--- src/rtl/pci_xlate_pkg.sv ---
package pci_xlate_pkg;

    typedef enum logic [2:0] {
        KIND_MEM  = 3'd0,
        KIND_IO   = 3'd1,
        KIND_CFG0 = 3'd2,
        KIND_CFG1 = 3'd3,
        KIND_SPEC = 3'd4
    } xfer_kind_e;

    typedef enum logic {
        ST_IDLE,
        ST_PEND
    } xlate_state_e;

    typedef struct packed {
        logic       en;
        logic [7:0] bus;
        logic [4:0] dev;
        logic [2:0] func;
        logic [5:0] regno;
    } cfg_target_t;

    localparam logic [3:0] CMD_INTACK  = 4'b0000;
    localparam logic [3:0] CMD_SPECIAL = 4'b0001;
    localparam logic [3:0] CMD_IORD    = 4'b0010;
    localparam logic [3:0] CMD_IOWR    = 4'b0011;
    localparam logic [3:0] CMD_MEMRD   = 4'b0110;
    localparam logic [3:0] CMD_MEMWR   = 4'b0111;
    localparam logic [3:0] CMD_CFGRD   = 4'b1010;
    localparam logic [3:0] CMD_CFGWR   = 4'b1011;

    localparam logic [4:0] DEV_RESERVED = 5'h1F;
    localparam int         IDSEL_LSB    = 11;
    localparam int         IDSEL_BITS   = 32 - IDSEL_LSB;

endpackage

--- src/rtl/pci_car_reg.sv ---
module pci_car_reg
    import pci_xlate_pkg::*;
#(
    parameter int             ADDR_W = 12,
    parameter logic [ADDR_W-1:0] OFFSET = 12'h1F8
) (
    input  logic              clk,
    input  logic              rst_n,
    input  logic              wr_en,
    input  logic [ADDR_W-1:0] wr_addr,
    input  logic [31:0]       wr_data,
    output cfg_target_t       target
);

    always_ff @(posedge clk) begin
        if (!rst_n) begin
            target <= '0;
        end else if (wr_en && wr_addr == OFFSET) begin
            target.en    <= wr_data[31];
            target.bus   <= wr_data[23:16];
            target.dev   <= wr_data[15:11];
            target.func  <= wr_data[10:8];
            target.regno <= wr_data[7:2];
        end
    end

endmodule

--- src/rtl/pci_cycle_decode.sv ---
module pci_cycle_decode
    import pci_xlate_pkg::*;
(
    input  cfg_target_t target,
    input  logic        is_write,
    input  logic        io_win,
    input  logic [31:0] addr,
    output xfer_kind_e  kind,
    output logic [3:0]  cmd,
    output logic [31:0] ad
);

    logic [IDSEL_BITS-1:0] idsel;

    always_comb begin
        if (target.dev < 5'(IDSEL_BITS))
            idsel = IDSEL_BITS'(1) << target.dev;
        else
            idsel = '0;
    end

    always_comb begin
        if (!io_win)
            kind = KIND_MEM;
        else if (!target.en)
            kind = KIND_IO;
        else if (target.dev == DEV_RESERVED)
            kind = KIND_SPEC;
        else if (target.bus == 8'h00)
            kind = KIND_CFG0;
        else
            kind = KIND_CFG1;
    end

    always_comb begin
        unique case (kind)
            KIND_MEM: begin
                cmd = is_write ? CMD_MEMWR : CMD_MEMRD;
                ad  = addr;
            end
            KIND_IO: begin
                cmd = is_write ? CMD_IOWR : CMD_IORD;
                ad  = addr;
            end
            KIND_CFG0: begin
                cmd = is_write ? CMD_CFGWR : CMD_CFGRD;
                ad  = {idsel, target.func, target.regno, 2'b00};
            end
            KIND_CFG1: begin
                cmd = is_write ? CMD_CFGWR : CMD_CFGRD;
                ad  = {8'h00, target.bus, target.dev, target.func,
                       target.regno, 2'b01};
            end
            default: begin
                cmd = is_write ? CMD_SPECIAL : CMD_INTACK;
                ad  = '0;
            end
        endcase
    end

endmodule

--- src/rtl/pci_lane_enable.sv ---
module pci_lane_enable #(
    parameter int LANES = 4,
    localparam int LSEL_W = $clog2(LANES)
) (
    input  logic [1:0]        size,
    input  logic [LSEL_W-1:0] lane,
    output logic [LANES-1:0]  be_n
);

    logic [LANES-1:0] be;

    always_comb begin
        be = '0;
        for (int i = 0; i < LANES; i++) begin
            unique case (size)
                2'd0:    be[i] = (LSEL_W'(i) == lane);
                2'd1:    be[i] = (LSEL_W'(i) >> 1) == (lane >> 1);
                default: be[i] = 1'b1;
            endcase
        end
        be_n = ~be;
    end

endmodule

--- src/rtl/pci_cfg_xlate.sv ---
module pci_cfg_xlate
    import pci_xlate_pkg::*;
#(
    parameter int                REG_ADDR_W = 12,
    parameter logic [REG_ADDR_W-1:0] CAR_OFFSET = 12'h1F8
) (
    input  logic                  clk,
    input  logic                  rst_n,
    input  logic                  reg_wr_en,
    input  logic [REG_ADDR_W-1:0] reg_wr_addr,
    input  logic [31:0]           reg_wr_data,
    input  logic                  req_valid,
    output logic                  req_ready,
    input  logic                  req_write,
    input  logic                  req_io_win,
    input  logic [31:0]           req_addr,
    input  logic [1:0]            req_size,
    output logic                  out_valid,
    input  logic                  out_ready,
    output logic [2:0]            out_kind,
    output logic [3:0]            out_cmd,
    output logic [31:0]           out_ad,
    output logic [3:0]            out_cbe_n
);

    cfg_target_t  target;
    xfer_kind_e   dec_kind;
    logic [3:0]   dec_cmd;
    logic [31:0]  dec_ad;
    logic [3:0]   dec_be_n;
    xlate_state_e state, state_nx;
    logic         accept;

    pci_car_reg #(.ADDR_W(REG_ADDR_W), .OFFSET(CAR_OFFSET)) car_i (
        .clk     (clk),
        .rst_n   (rst_n),
        .wr_en   (reg_wr_en),
        .wr_addr (reg_wr_addr),
        .wr_data (reg_wr_data),
        .target  (target)
    );

    pci_cycle_decode dec_i (
        .target   (target),
        .is_write (req_write),
        .io_win   (req_io_win),
        .addr     (req_addr),
        .kind     (dec_kind),
        .cmd      (dec_cmd),
        .ad       (dec_ad)
    );

    pci_lane_enable #(.LANES(4)) lane_i (
        .size (req_size),
        .lane (req_addr[1:0]),
        .be_n (dec_be_n)
    );

    assign req_ready = (state == ST_IDLE);
    assign out_valid = (state == ST_PEND);
    assign accept    = req_valid && req_ready;

    always_comb begin
        state_nx = state;
        unique case (state)
            ST_IDLE: if (accept)    state_nx = ST_PEND;
            ST_PEND: if (out_ready) state_nx = ST_IDLE;
        endcase
    end

    always_ff @(posedge clk) begin
        if (!rst_n) state <= ST_IDLE;
        else        state <= state_nx;
    end

    always_ff @(posedge clk) begin
        if (!rst_n) begin
            out_kind  <= 3'd0;
            out_cmd   <= 4'd0;
            out_ad    <= '0;
            out_cbe_n <= 4'hF;
        end else if (accept) begin
            out_kind  <= dec_kind;
            out_cmd   <= dec_cmd;
            out_ad    <= dec_ad;
            out_cbe_n <= dec_be_n;
        end
    end

endmodule

--- config.mk ---
export PLATFORM = sky130hd
export DESIGN_NAME = pci_cfg_xlate
export DESIGN_NICKNAME = d
export VERILOG_FILES = /design/src/rtl/pci_xlate_pkg.sv /design/src/rtl/pci_car_reg.sv /design/src/rtl/pci_cycle_decode.sv /design/src/rtl/pci_lane_enable.sv /design/src/rtl/pci_cfg_xlate.sv
export SDC_FILE = /design/constraint.sdc
export NUM_CORES = 1
export LEC_CHECK = 0
export BUFFER_PORTS_ARGS = -buffer_cell sky130_fd_sc_hd__buf_4
export CORE_MARGIN = 1.5
export CORE_UTILIZATION = 35
export CTS_CLUSTER_DIAMETER = 30
export DETAILED_ROUTE_END_ITERATION = 7
export GPL_ROUTABILITY_DRIVEN = 0
export PLACE_DENSITY = 0.7
export SETUP_SLACK_MARGIN = 0.05
export SLEW_MARGIN = 25
export SYNTH_ARGS = -nofsm -noshare
export SYNTH_HDL_FRONTEND = slang
export SYNTH_SLANG_ARGS = --single-unit
--- constraint.sdc ---
create_clock -name clk -period 2.15 [get_ports clk]
set_input_delay 0.215 -clock clk [delete_from_list [all_inputs] [get_ports clk]]
set_output_delay 0.215 -clock clk [all_outputs]
set_load 0.03 [all_outputs]
==> flow_metrics.tcl <==
set metrics [dict create \
    start_util 0.357 \
    status "finished, final reports clean" \
    total_leakage_power_uw 0.00168 \
    clk_pin_slew_worst_paths_ns 0.07 \
    port_buffers 120 \
    synth_cell_types 41 \
    place_hpwl_mm 6.33 \
    maxSlewHeadroom 0.544 \
    synth_flop_cell "dfxtp_1" \
    via_per_inst 5.38 \
    syn_to_final_growth_pct 41.4 \
    synth_area_sq_um 2900 \
    hold_class "input port to register" \
    synth_compound_area_frac 0.219 \
    routed_wl_mm 8.85 \
    clock_power_share 0.327 \
    cts_tree "built" \
    hold_slack_ns 0.106 \
    place_inst 537 \
    max_freq_mhz 483 \
    synthAdderAreaFrac 0 \
    drv_cap 0 \
    synthMuxAreaShare 0.0793 \
    synthCells 326 \
    worstSetupPathType "register to register" \
    switching_share 0.283 \
    vias 2976 \
    slew_viol_final 0 \
    ctsResizeCount 0 \
    grt_pass1_wl_mm 13.8 \
    ys_top_cells_by_area "dfxtp_1, mux2i_1, o21ai_0" \
    skew_ns 0.00572 \
    seq_area_frac_synth 0.462 \
    clkSinkCount 67 \
    setup_viol 0 \
    cts_buffer_depth 2 \
    cts_made_buffers 9 \
    dieArea_sq_um 8850 \
    drive_above_1_share 0.357 \
    grt_max_degree 38 \
    wire_per_inst_microns 16.0 \
    yosys.area.top_type "dfxtp_1" \
    grt_pass1_vias 2777 \
    clk_latency_ns 0.34 \
    remaining_drc_errors 0 \
    worst_pin_slew_ns 0.678 \
    tns_ns 0 \
    die_w_microns 94.1 \
    post_cts_buffers 0 \
    htreeDepth 3 \
    fin_crit_ns 2.07 \
    yosysTopAreaCellShare 0.462 \
    die_h_microns 94.1 \
    yosys_warnings 0 \
    synthSimpleGateAreaFrac 0.197 \
    ant_nets 0 \
    hold_viol 0 \
    rsz0062_at_grt "yes" \
    pin_count 130 \
    diodes 0 \
    p_per_area_nw_per_um2 652 \
    first_iter_violations 206 \
    overflow 0 \
    min_period_over_period 0.963 \
    cp.arrival_ns 2.35 \
    p_comb_frac 0.177 \
    switching_power_uw 756 \
    antenna_found_initial 0 \
    ys_seq_elements 67 \
    stdcell_count 553 \
    worstPathRequired_ns 2.43 \
    nets 528 \
    ir_worst_vdd_mv 0.306 \
    core_sq_um 8130 \
    postSynth.asyncResetShare 0 \
    synth_edf_count 0 \
    startpoint_type "register" \
    end_kind "register" \
    post_synth_xor_area_fraction 0 \
    synth_most_common_cell "dfxtp_1" \
    grt_use_total 0.203 \
    critPathMaxFanout 6 \
    ys_top_cells_by_count "dfxtp_1, nor2_1, o21ai_0" \
    rows 33 \
    p_seq_frac 0.497 \
    syn_area_per_cell_sq_um 8.91 \
    intPower_uw 1920 \
    cts-hold-fix-buffers 0 \
    post-route-util 0.505 \
    cts-root-buf "clkbuf_8" \
    synth_top_family_by_area "compound AO/OA/AOI/OAI gates" \
    drt_first_pass_iters 6 \
    synth_nets 411 \
]
[metrics by stage]
stage          worst slack [ns]  instance area [sq um]  total power (uW)
2_1_floorplan             0.185                   2900              1590
3_3_place_gp              0.106                   3940              1830
3_5_place_dp             0.0939                   3940              1830
4_1_cts                  0.0697                   4100              2710
5_1_grt                  0.0172                   4110              2800
6_report                 0.0790                   4110              2680
[layout make-up]
| type | instances | area, sq um |
|---|---|---|
| fill | 801 | 4030 |
| multi-input combinational | 230 | 1460 |
| sequential | 67 | 1340 |
| timing repair buffer | 132 | 1000 |
| tap | 105 | 131 |
| clock buffer | 10 | 128 |
| clock inverter | 6 | 32.5 |
| inverter | 3 | 11.3 |
[worst max-delay path: stages (launching register included)]
cell      delay, ns
dfxtp_2        0.33
or4_4          0.57
or4_4          0.54
or4_4          0.42
a21boi_1       0.14
[state kept, by name (all words and copies together), names as in the netlist]
signal	count
out_ad	32
out_valid	1
out_cmd	4
out_cbe_n	4
out_kind	3
car_i.target	23
[logic make-up after synthesis]
logic type | Yosys count
AO/OA/AOI/OAI | 97
buffers and inverters | 29
flip-flops | 67
multiplexers | 23
AND/OR/NAND/NOR | 110
[final timing paths]
path,slack (ns),start,endpoint,cells after the start
worst min-delay path,0.11,reg_wr_data[18],car_i.target[16]$_SDFFE_PN0P_,3
worst max register to register,0.08,car_i.target[16]$_SDFFE_PN0P_,out_ad[24]$_SDFFE_PN0P_,4
worst min register to register,0.46,out_cmd[3]$_SDFFE_PN0P_,out_cmd[3]$_SDFFE_PN0P_,2
worst max-delay path,0.08,car_i.target[16]$_SDFFE_PN0P_,out_ad[24]$_SDFFE_PN0P_,4
[routing by layer]
metal  wire [microns]  track usage  vias up
met4              113       0.0808        0
met2             4250        0.336      101
met1             3910        0.259     1430
met5                0            0        -
met3              571       0.0372       10
li1                 -            -     1435
[power by group through the flow]
| stage | Clock (uW) | Combinational [uW] | Sequential (uW) |
|---|---|---|---|
| floorplan | 0 | 133 | 1460 |
| global placement | 0 | 471 | 1350 |
| detailed placement | 0 | 477 | 1360 |
| CTS | 900 | 478 | 1330 |
| global route | 959 | 509 | 1330 |
| finish | 874 | 473 | 1330 |
[cell usage in the layout (no fill, tap or decap), types with 2 or more instances in the layout]
| master | instances |
|---|---|
| nor2_1 | 38 |
| a31oi_1 | 3 |
| inv_1 | 3 |
| or4_4 | 5 |
| a21boi_1 | 2 |
| mux2i_1 | 23 |
| o21a_1 | 4 |
| o22ai_1 | 2 |
| a222oi_1 | 8 |
| or3_1 | 2 |
| a221oi_1 | 11 |
| nand3b_1 | 6 |
| clkinv_2 | 5 |
| buf_4 | 131 |
| o21ai_0 | 30 |
| dfxtp_1 | 66 |
| clkbuf_8 | 9 |
| a22oi_1 | 9 |
| a21oi_1 | 20 |
| nor2b_1 | 5 |
| nand2_1 | 21 |
| nand3_1 | 15 |
| nand2b_1 | 3 |
| nor4_1 | 3 |
Note: power is estimated with default switching activity, not from simulation.
